[config.mk]
export PLATFORM = sky130hd
export DESIGN_NAME = usbirq_wrap
export DESIGN_NICKNAME = d
export VERILOG_FILES = /design/src/rtl/usbirq_pkg.sv /design/src/rtl/usbirq_bank.sv /design/src/rtl/usbirq_arm.sv /design/src/rtl/usbirq_wrap.sv
export SDC_FILE = /design/constraint.sdc
export NUM_CORES = 1
export LEC_CHECK = 0
export BUFFER_PORTS_ARGS = -buffer_cell sky130_fd_sc_hd__buf_4
export CORE_MARGIN = 2
export CORE_UTILIZATION = 45
export CTS_CLUSTER_SIZE = 25
export DETAILED_ROUTE_END_ITERATION = 8
export PLACE_DENSITY = 0.73
export SYNTH_ARGS = -nofsm -noshare
export SYNTH_HDL_FRONTEND = slang
export SYNTH_SLANG_ARGS = --single-unit
export TNS_END_PERCENT = 1
[constraint.sdc]
create_clock -name clk -period 2.7 [get_ports clk]
set_input_delay 0.54 -clock clk [delete_from_list [all_inputs] [get_ports clk]]
set_output_delay 0.54 -clock clk [all_outputs]
set_load 0.02 [all_outputs]
[src/rtl/usbirq_pkg.sv]
package usbirq_pkg;
   localparam int unsigned OFF_REV      = 'h00;
   localparam int unsigned OFF_CTRL     = 'h04;
   localparam int unsigned OFF_STAT     = 'h08;
   localparam int unsigned OFF_EP_SRC   = 'h20;
   localparam int unsigned OFF_EP_SET   = 'h24;
   localparam int unsigned OFF_EP_CLR   = 'h28;
   localparam int unsigned OFF_EP_MSK   = 'h2C;
   localparam int unsigned OFF_EP_MSET  = 'h30;
   localparam int unsigned OFF_EP_MCLR  = 'h34;
   localparam int unsigned OFF_EP_MSKD  = 'h38;
   localparam int unsigned OFF_CO_SRC   = 'h40;
   localparam int unsigned OFF_CO_SET   = 'h44;
   localparam int unsigned OFF_CO_CLR   = 'h48;
   localparam int unsigned OFF_CO_MSK   = 'h4C;
   localparam int unsigned OFF_CO_MSET  = 'h50;
   localparam int unsigned OFF_CO_MCLR  = 'h54;
   localparam int unsigned OFF_CO_MSKD  = 'h58;
   localparam int unsigned OFF_EOI      = 'h60;

   localparam int unsigned WORD_W = 32;

   typedef struct packed {
      logic ld;
      logic set;
      logic clr;
      logic mld;
      logic mset;
      logic mclr;
   } bank_wr_t;
endpackage

[src/rtl/usbirq_bank.sv]
module usbirq_bank #(
   parameter int unsigned          W     = 32,
   parameter logic [W-1:0]         VALID = '1
) (
   input  logic                         clk,
   input  logic                         rst_n,
   input  usbirq_pkg::bank_wr_t         wr,
   input  logic [W-1:0]                 wdata,
   input  logic [W-1:0]                 hw_set,
   output logic [W-1:0]                 src_q,
   output logic [W-1:0]                 msk_q,
   output logic [W-1:0]                 masked
);
   logic unused_bits;
   assign unused_bits = ^((wdata | hw_set) & ~VALID);

   for (genvar i = 0; i < W; i++) begin : g_bit
      if (VALID[i]) begin : g_live
         logic src_d, msk_d;
         always_comb begin
            src_d = src_q[i];
            if (wr.ld)                  src_d = wdata[i];
            else if (wr.set && wdata[i]) src_d = 1'b1;
            else if (wr.clr && wdata[i]) src_d = 1'b0;
            src_d = src_d | hw_set[i];
            msk_d = msk_q[i];
            if (wr.mld)                  msk_d = wdata[i];
            else if (wr.mset && wdata[i]) msk_d = 1'b1;
            else if (wr.mclr && wdata[i]) msk_d = 1'b0;
         end
         always_ff @(posedge clk or negedge rst_n) begin
            if (!rst_n) begin
               src_q[i] <= 1'b0;
               msk_q[i] <= 1'b0;
            end else begin
               src_q[i] <= src_d;
               msk_q[i] <= msk_d;
            end
         end
      end else begin : g_hole
         assign src_q[i] = 1'b0;
         assign msk_q[i] = 1'b0;
      end
   end

   assign masked = src_q & msk_q;
endmodule

[src/rtl/usbirq_arm.sv]
module usbirq_arm (
   input  logic clk,
   input  logic rst_n,
   input  logic pending,
   input  logic eoi,
   output logic irq,
   output logic armed
);
   always_ff @(posedge clk or negedge rst_n) begin
      if (!rst_n) begin
         armed <= 1'b1;
         irq   <= 1'b0;
      end else if (eoi) begin
         armed <= 1'b1;
         irq   <= 1'b0;
      end else begin
         irq <= pending & (armed | irq);
         if (pending) armed <= 1'b0;
      end
   end
endmodule

[src/rtl/usbirq_wrap.sv]
module usbirq_wrap #(
   parameter int unsigned ADDR_W   = 8,
   parameter int unsigned NTX      = 16,
   parameter int unsigned NRX      = 15,
   parameter int unsigned NCORE    = 9,
   parameter int unsigned CORE_LSB = 16,
   parameter logic [31:0] REV_ID   = 32'h0001_0A05
) (
   input  logic              clk,
   input  logic              rst_n,
   input  logic [ADDR_W-1:0] bus_addr,
   input  logic              bus_we,
   input  logic [31:0]       bus_wdata,
   output logic [31:0]       bus_rdata,
   input  logic [NTX-1:0]    tx_evt,
   input  logic [NRX-1:0]    rx_evt,
   input  logic [NCORE-1:0]  core_evt,
   input  logic              vbus_drv,
   output logic              soft_rst_req,
   output logic              irq
);
   import usbirq_pkg::*;

   localparam int unsigned RX_LSB = NTX + 1;
   localparam logic [31:0] EP_VALID =
      32'((64'(1) << NTX) - 64'(1)) | 32'(((64'(1) << NRX) - 64'(1)) << RX_LSB);
   localparam logic [31:0] CORE_VALID =
      32'(((64'(1) << NCORE) - 64'(1)) << CORE_LSB);

   if (ADDR_W < 7) begin : g_bad_addr
      $error("ADDR_W too small for the register map");
   end
   if (RX_LSB + NRX > WORD_W) begin : g_bad_ep
      $error("endpoint fields exceed one word");
   end
   if (CORE_LSB + NCORE > WORD_W) begin : g_bad_core
      $error("core field exceeds one word");
   end
   if (REV_ID == 32'h0) begin : g_bad_rev
      $error("REV_ID must be nonzero");
   end

   function automatic logic hit(input logic [ADDR_W-1:0] a, input int unsigned off);
      return a == ADDR_W'(off);
   endfunction

   bank_wr_t ep_wr, core_wr;
   logic     eoi_wr, ctrl_wr;
   always_comb begin
      ep_wr.ld     = bus_we && hit(bus_addr, OFF_EP_SRC);
      ep_wr.set    = bus_we && hit(bus_addr, OFF_EP_SET);
      ep_wr.clr    = bus_we && hit(bus_addr, OFF_EP_CLR);
      ep_wr.mld    = bus_we && hit(bus_addr, OFF_EP_MSK);
      ep_wr.mset   = bus_we && hit(bus_addr, OFF_EP_MSET);
      ep_wr.mclr   = bus_we && hit(bus_addr, OFF_EP_MCLR);
      core_wr.ld   = bus_we && hit(bus_addr, OFF_CO_SRC);
      core_wr.set  = bus_we && hit(bus_addr, OFF_CO_SET);
      core_wr.clr  = bus_we && hit(bus_addr, OFF_CO_CLR);
      core_wr.mld  = bus_we && hit(bus_addr, OFF_CO_MSK);
      core_wr.mset = bus_we && hit(bus_addr, OFF_CO_MSET);
      core_wr.mclr = bus_we && hit(bus_addr, OFF_CO_MCLR);
      eoi_wr       = bus_we && hit(bus_addr, OFF_EOI);
      ctrl_wr      = bus_we && hit(bus_addr, OFF_CTRL);
   end

   logic [31:0] ep_hw, core_hw;
   always_comb begin
      ep_hw                   = '0;
      ep_hw[NTX-1:0]          = tx_evt;
      ep_hw[RX_LSB +: NRX]    = rx_evt;
      core_hw                 = '0;
      core_hw[CORE_LSB +: NCORE] = core_evt;
   end

   logic [31:0] ep_src, ep_msk, ep_mskd;
   logic [31:0] core_src, core_msk, core_mskd;

   usbirq_bank #(.W(WORD_W), .VALID(EP_VALID)) i_ep_bank (
      .clk(clk), .rst_n(rst_n), .wr(ep_wr), .wdata(bus_wdata),
      .hw_set(ep_hw), .src_q(ep_src), .msk_q(ep_msk), .masked(ep_mskd)
   );

   usbirq_bank #(.W(WORD_W), .VALID(CORE_VALID)) i_core_bank (
      .clk(clk), .rst_n(rst_n), .wr(core_wr), .wdata(bus_wdata),
      .hw_set(core_hw), .src_q(core_src), .msk_q(core_msk), .masked(core_mskd)
   );

   logic pending, armed;
   assign pending = (|ep_mskd) | (|core_mskd);

   usbirq_arm i_arm (
      .clk(clk), .rst_n(rst_n), .pending(pending), .eoi(eoi_wr),
      .irq(irq), .armed(armed)
   );

   logic ctrl_q;
   always_ff @(posedge clk or negedge rst_n) begin
      if (!rst_n)       ctrl_q <= 1'b0;
      else if (ctrl_wr) ctrl_q <= bus_wdata[0];
   end
   assign soft_rst_req = ctrl_q;

   always_comb begin
      bus_rdata = '0;
      if      (hit(bus_addr, OFF_REV))     bus_rdata = REV_ID;
      else if (hit(bus_addr, OFF_CTRL))    bus_rdata = {31'b0, ctrl_q};
      else if (hit(bus_addr, OFF_STAT))    bus_rdata = {31'b0, vbus_drv};
      else if (hit(bus_addr, OFF_EP_SRC))  bus_rdata = ep_src;
      else if (hit(bus_addr, OFF_EP_MSK))  bus_rdata = ep_msk;
      else if (hit(bus_addr, OFF_EP_MSKD)) bus_rdata = ep_mskd;
      else if (hit(bus_addr, OFF_CO_SRC))  bus_rdata = core_src;
      else if (hit(bus_addr, OFF_CO_MSK))  bus_rdata = core_msk;
      else if (hit(bus_addr, OFF_CO_MSKD)) bus_rdata = core_mskd;
   end
endmodule

-- After elaboration in Yosys (flattened, before gate mapping)
Index checks and enable logic that the tools add are counted.
- output and inout port bits: 34
- memories: 0
- ROM bits: 0
- bits in latches: 0
- logic and storage cells: 615
- RAM bits: 0
- flip-flop bits (word level): 83
- multiply operators: 0
- div/mod/pow operators: 0
- bitwise logic cells: 45
- shifts and indexed selects: 0
- add/subtract/negate cells: 0
- mux-type cells: 252
- reduce and logical (&&, ||, !) cells: 218
- $lt $le $gt $ge: 0
- eq/ne operators: 17
- operators with widths (kind ; count):
    $mux 32 ; 9
    $mux 1 ; 243
    $logic_and 1x1->1 ; 174
    $reduce_bool 3->1 ; 40
    $eq 8x7->1 const B ; 8
    $reduce_or 32->1 ; 2
    $eq 8x6->1 const B ; 7
    $or 1x1->1 ; 42
    $and 32x32->32 ; 1
    $and 25x25->25 ; 1
    $eq 8x3->1 const B ; 1
    $eq 8x4->1 const B ; 1
    $logic_not 8->1 ; 1
    $reduce_bool 2->1 ; 1
    $and 1x1->1 ; 1

-- Longest topological paths before layout
- depth in word-level cells: 10
- mapped depth: 8
- gate-level depth less buffers: 4

-- Cells and area by module
Synthesis repeated with hierarchy kept, for this count alone.
- cells, all modules: 770
- area, all modules: 6964.2 µm²
- by module, submodules not included (module ; area each (µm²) ; times used ; cells each ; seq. area each (µm²)):
    usbirq_bank at i_ep_bank ; 3069.2 ; 1 ; 274 ; 1551.5
    usbirq_wrap ; 2386.0 ; 1 ; 342 ; 25.0
    usbirq_bank at i_core_bank ; 1432.6 ; 1 ; 148 ; 450.4
    usbirq_arm ; 76.3 ; 1 ; 6 ; 51.3

-- Worst setup path before layout
OpenSTA, ideal clock, no wires.
- path type: input-to-output
- start: input bus_addr[3]
- end: output bus_rdata[0]
- slack: 0.008 ns
- stages: 6
- path buffers: 2
- data required time: 2.160 ns
- data arrival time: 2.152 ns
- cell sequence: buf_2 -> or4_1 -> o22ai_1 -> buf_2 -> a21oi_1 -> o22ai_1
- longest elaborated chain between the ends: 10
- elaborated cells on any way between the ends: 18
- those cells by class: eq/ne: 8; mux: 9; reduce/logical: 1
- RTL lines (element ; line ; RTL):
    from (decl) ; usbirq_wrap.sv:11 ; input logic [ADDR_W-1:0] bus_addr,
    $eq 8x7->1 ; usbirq_wrap.sv:44 ; return a == ADDR_W'(off);
    $mux 32 ; usbirq_wrap.sv:113 ; else if (hit(bus_addr, OFF_CO_MSKD)) bus_rdata = core_mskd;
    $mux 32 ; usbirq_wrap.sv:112 ; else if (hit(bus_addr, OFF_CO_MSK)) bus_rdata = core_msk;
    $mux 32 ; usbirq_wrap.sv:111 ; else if (hit(bus_addr, OFF_CO_SRC)) bus_rdata = core_src;
    $mux 32 ; usbirq_wrap.sv:110 ; else if (hit(bus_addr, OFF_EP_MSKD)) bus_rdata = ep_mskd;
    $mux 32 ; usbirq_wrap.sv:109 ; else if (hit(bus_addr, OFF_EP_MSK)) bus_rdata = ep_msk;
    $mux 32 ; usbirq_wrap.sv:108 ; else if (hit(bus_addr, OFF_EP_SRC)) bus_rdata = ep_src;
    $mux 32 ; usbirq_wrap.sv:107 ; else if (hit(bus_addr, OFF_STAT)) bus_rdata = {31'b0, vbus_drv};
    $mux 32 ; usbirq_wrap.sv:106 ; else if (hit(bus_addr, OFF_CTRL)) bus_rdata = {31'b0, ctrl_q};
    $mux 32 * ; usbirq_wrap.sv:105 ; if (hit(bus_addr, OFF_REV)) bus_rdata = REV_ID;
    to (decl) ; usbirq_wrap.sv:14 ; output logic [31:0] bus_rdata,
Every way passes the cells marked *; elsewhere a longest branch is shown, timed or not.

-- Worst setup path in the final report
- start: input bus_addr[7]
- end: output bus_rdata[21]
The elaborated chain is that of the path after synthesis.

==> results.json <==
{
  "syn_inst": 523,
  "crit_required_ns": 2.16,
  "grt_max_degree": 51,
  "ys_seq_area_share_pct": 41.0,
  "status": "finished with violations",
  "cts_buffers": 9,
  "switching_share_pct": 26.1,
  "crit_type": "in -> out",
  "mostFrequentLayoutCells": "138 x buf_4, 82 x dfrtp_1, 48 x a22o_1",
  "synth_edf_count": 0,
  "comb_power_share_pct": 13.5,
  "pwr-share-clk_pct": 41.8,
  "wl_per_cell_um": 21.5,
  "multiInputGateArea_um2": 2850,
  "drive_gt1_share_pct": 31.7,
  "sequentialPowerShare_pct": 44.7,
  "start_util_pct": 46.4,
  "maxCapViolations": 0,
  "max_freq_mhz": 365,
  "internal_power_mw": 2.27,
  "total_power_mw": 3.07,
  "peakVddDrop_mv": 0.362,
  "slew_viol_final": 0,
  "grt.total_usage_pct": 28.0,
  "layout_commonest_cell": "buf_4",
  "fin_cells": 787,
  "clk_latency_ns": 0.35,
  "fp.coreArea_um2": 10900,
  "syn_area_um2": 5070,
  "fp.dieArea_um2": 12100,
  "rsz0062_at_grt": "yes",
  "synth-async-reset-ratio_pct": 100,
  "gp_congestion": 0.989,
  "crit_fanout": 8,
  "ctsRootBufferMaster": "clkbuf_16",
  "place_area_um2": 6250,
  "clock_path_buffers": 2,
  "wl_mm": 16.9,
  "hold_class": "in -> async",
  "vias": 5044,
  "dp_hpwl_mm": 11.3,
  "first_pass_iters": 5,
  "final-seq-area_um2": 2080,
  "cts_num_sinks": 83,
  "switchingPower_mw": 0.800,
  "port_buffers": 117,
  "post-route-period-util_pct": 101,
  "worst_setup_path_end_kind": "output port",
  "n_fill_cell": 901,
  "p_leak_nw": 2.72,
  "htree_levels": 3,
  "fin_area_um2": 6770,
  "synthesis.nets": 607,
  "path_clk_slew_ns": 0.06,
  "first_iter_violations": 389,
  "setup_viol": 7,
  "die_width_um": 110,
  "fin_ws_ns": -0.0363,
  "startpoint_type": "primary input",
  "violations": "negative setup slack",
  "maxSlewHeadroom_pct": 64.7,
  "io_pins": 118,
  "dp_cells": 765,
  "worstMarginPinSlew_ns": 0.526,
  "p_per_area_nw_per_um2": 453,
  "grt.overflow.total": 0,
  "synth_cell_types": 50,
  "avgSynthCellArea_um2": 9.70,
  "layout.nets": 726,
  "drc": 0,
  "die_y_um": 110,
  "rows": 38,
  "period_minus_slack_ns": 2.74,
  "synth_flop_cell": "dfrtp_1",
  "finalHoldViolCount": 0,
  "antenna_found_initial": 0,
  "synth_warnings": 0,
  "r2r_cells": 4,
  "tritoncts": "done",
  "vias_per_cell": 6.41,
  "insertedDiodeCount": 0,
  "skew_ns": 0.0100,
  "cp.arrival_ns": 2.20,
  "ant_nets": 0,
  "grt_first_pass_wirelength_mm": 25.8,
  "grt_pass1_vias": 4848,
  "synthToLayoutAreaGrowth_pct": 33.4,
  "ys_seq_elements": 83,
  "whs_ns": 0.149
}
-- cells in the mapped netlist, drive strengths merged (5+ instances only) --
library cell	n	area [µm²]
nand4	5	31.3
a221o	40	400
and2	32	200
nor2	46	173
a21oi	39	195
o221ai	8	70.1
inv	11	41.3
a22oi	20	150
a22o	48	420
nor3	14	97.6
dfrtp	82	2050
clkbuf	12	45.0
nor4	5	67.6
o21ai	12	60.1
mux2i	41	410
nand2	34	128
a21boi	9	67.6
buf	33	181
-- cell type report --
class / instances / area share (%)
inverter: 11 / 0.610
tap: 140 / 2.59
sequential: 83 / 30.7
multi-input combinational: 384 / 42.1
clock buffer: 11 / 3.59
clock inverter: 5 / 0.887
timing repair buffer: 153 / 19.5
-- layer usage --
layer / vias to the layer above / GRT usage (%) / share of wire (%)
li1: 2237 / - / -
met1: 2480 / 38.8 / 41
met2: 297 / 44.1 / 47
met3: 30 / 5.35 / 10
met4: 0 / 9.11 / 2.2
met5: - / 0 / 0
-- power by group through the flow --
stage,Sequential (mW),Clock (mW),Combinational [mW]
after floorplan,1.36,0,0.193
after global placement,1.38,0,0.390
after detailed placement,1.39,0,0.402
after CTS,1.36,1.29,0.406
after global routing,1.38,1.34,0.451
final,1.37,1.28,0.415
-- critical path, stage by stage --
cell     delay, ns
buf_6         0.10
or4b_4        0.60
o22ai_4       0.23
buf_12        0.17
buf_6         0.13
a21oi_1       0.05
a21oi_1       0.19
buf_4         0.18
-- worst paths after layout --
| path | end | from | slack [ns] |
|---|---|---|---|
| setup / recovery | bus_rdata[21] | bus_addr[7] | -0.04 |
| hold / removal | i_core_bank.src_q[22]$_DFF_PN0_ | rst_n | 0.15 |
| setup reg to reg | i_arm.irq$_DFF_PN0_ | i_core_bank.msk_q[24]$_DFFE_PN0P_ | 1.22 |
| hold reg to reg | i_ep_bank.msk_q[26]$_DFFE_PN0P_ | i_ep_bank.msk_q[26]$_DFFE_PN0P_ | 0.53 |
| max in group asynchronous | i_ep_bank.msk_q[25]$_DFFE_PN0P_ | rst_n | 1.91 |
| min in group clk | i_ep_bank.src_q[13]$_DFF_PN0_ | tx_evt[13] | 0.38 |
-- per-stage QoR --
stage | setup TNS [ns] | setup WS, ns | utilization [%]
after floorplan | 0 | 0.00758 | -
after global placement | -0.288 | -0.0714 | 57.2
after detailed placement | -0.772 | -0.0862 | 57.2
after CTS | 0 | 0.0219 | 60.1
after global routing | -0.967 | -0.0686 | 61.9
final | -0.0898 | -0.0363 | 61.9
-- cells by family after synthesis --
family,after synthesis,share of synthesized area [%]
AOI/OAI and AO/OA,186,28.5
buffers and inverters,56,5.28
DFF,83,41.0
muxes,42,8.31
and+or+nand+nor,156,17.0
-- repair_timing --
action	4_1_cts	5_1_grt
resized for setup	3	25
hold buffers	0	0
endpoints found under the setup margin	26	19
cloned	0	2
endpoints found under the hold margin	0	0
pin swaps	1	15
setup buffers	0	4
-- state kept, by name, indices dropped and copies added, names as in the netlist --
| signal | count |
|---|---|
| i_ep_bank.src_q | 31 |
| i_arm.irq | 1 |
| i_ep_bank.msk_q | 31 |
| soft_rst_req | 1 |
| i_arm.armed | 1 |
| i_core_bank.src_q | 9 |
| i_core_bank.msk_q | 9 |
Note: power is estimated with default switching activity, not from simulation.
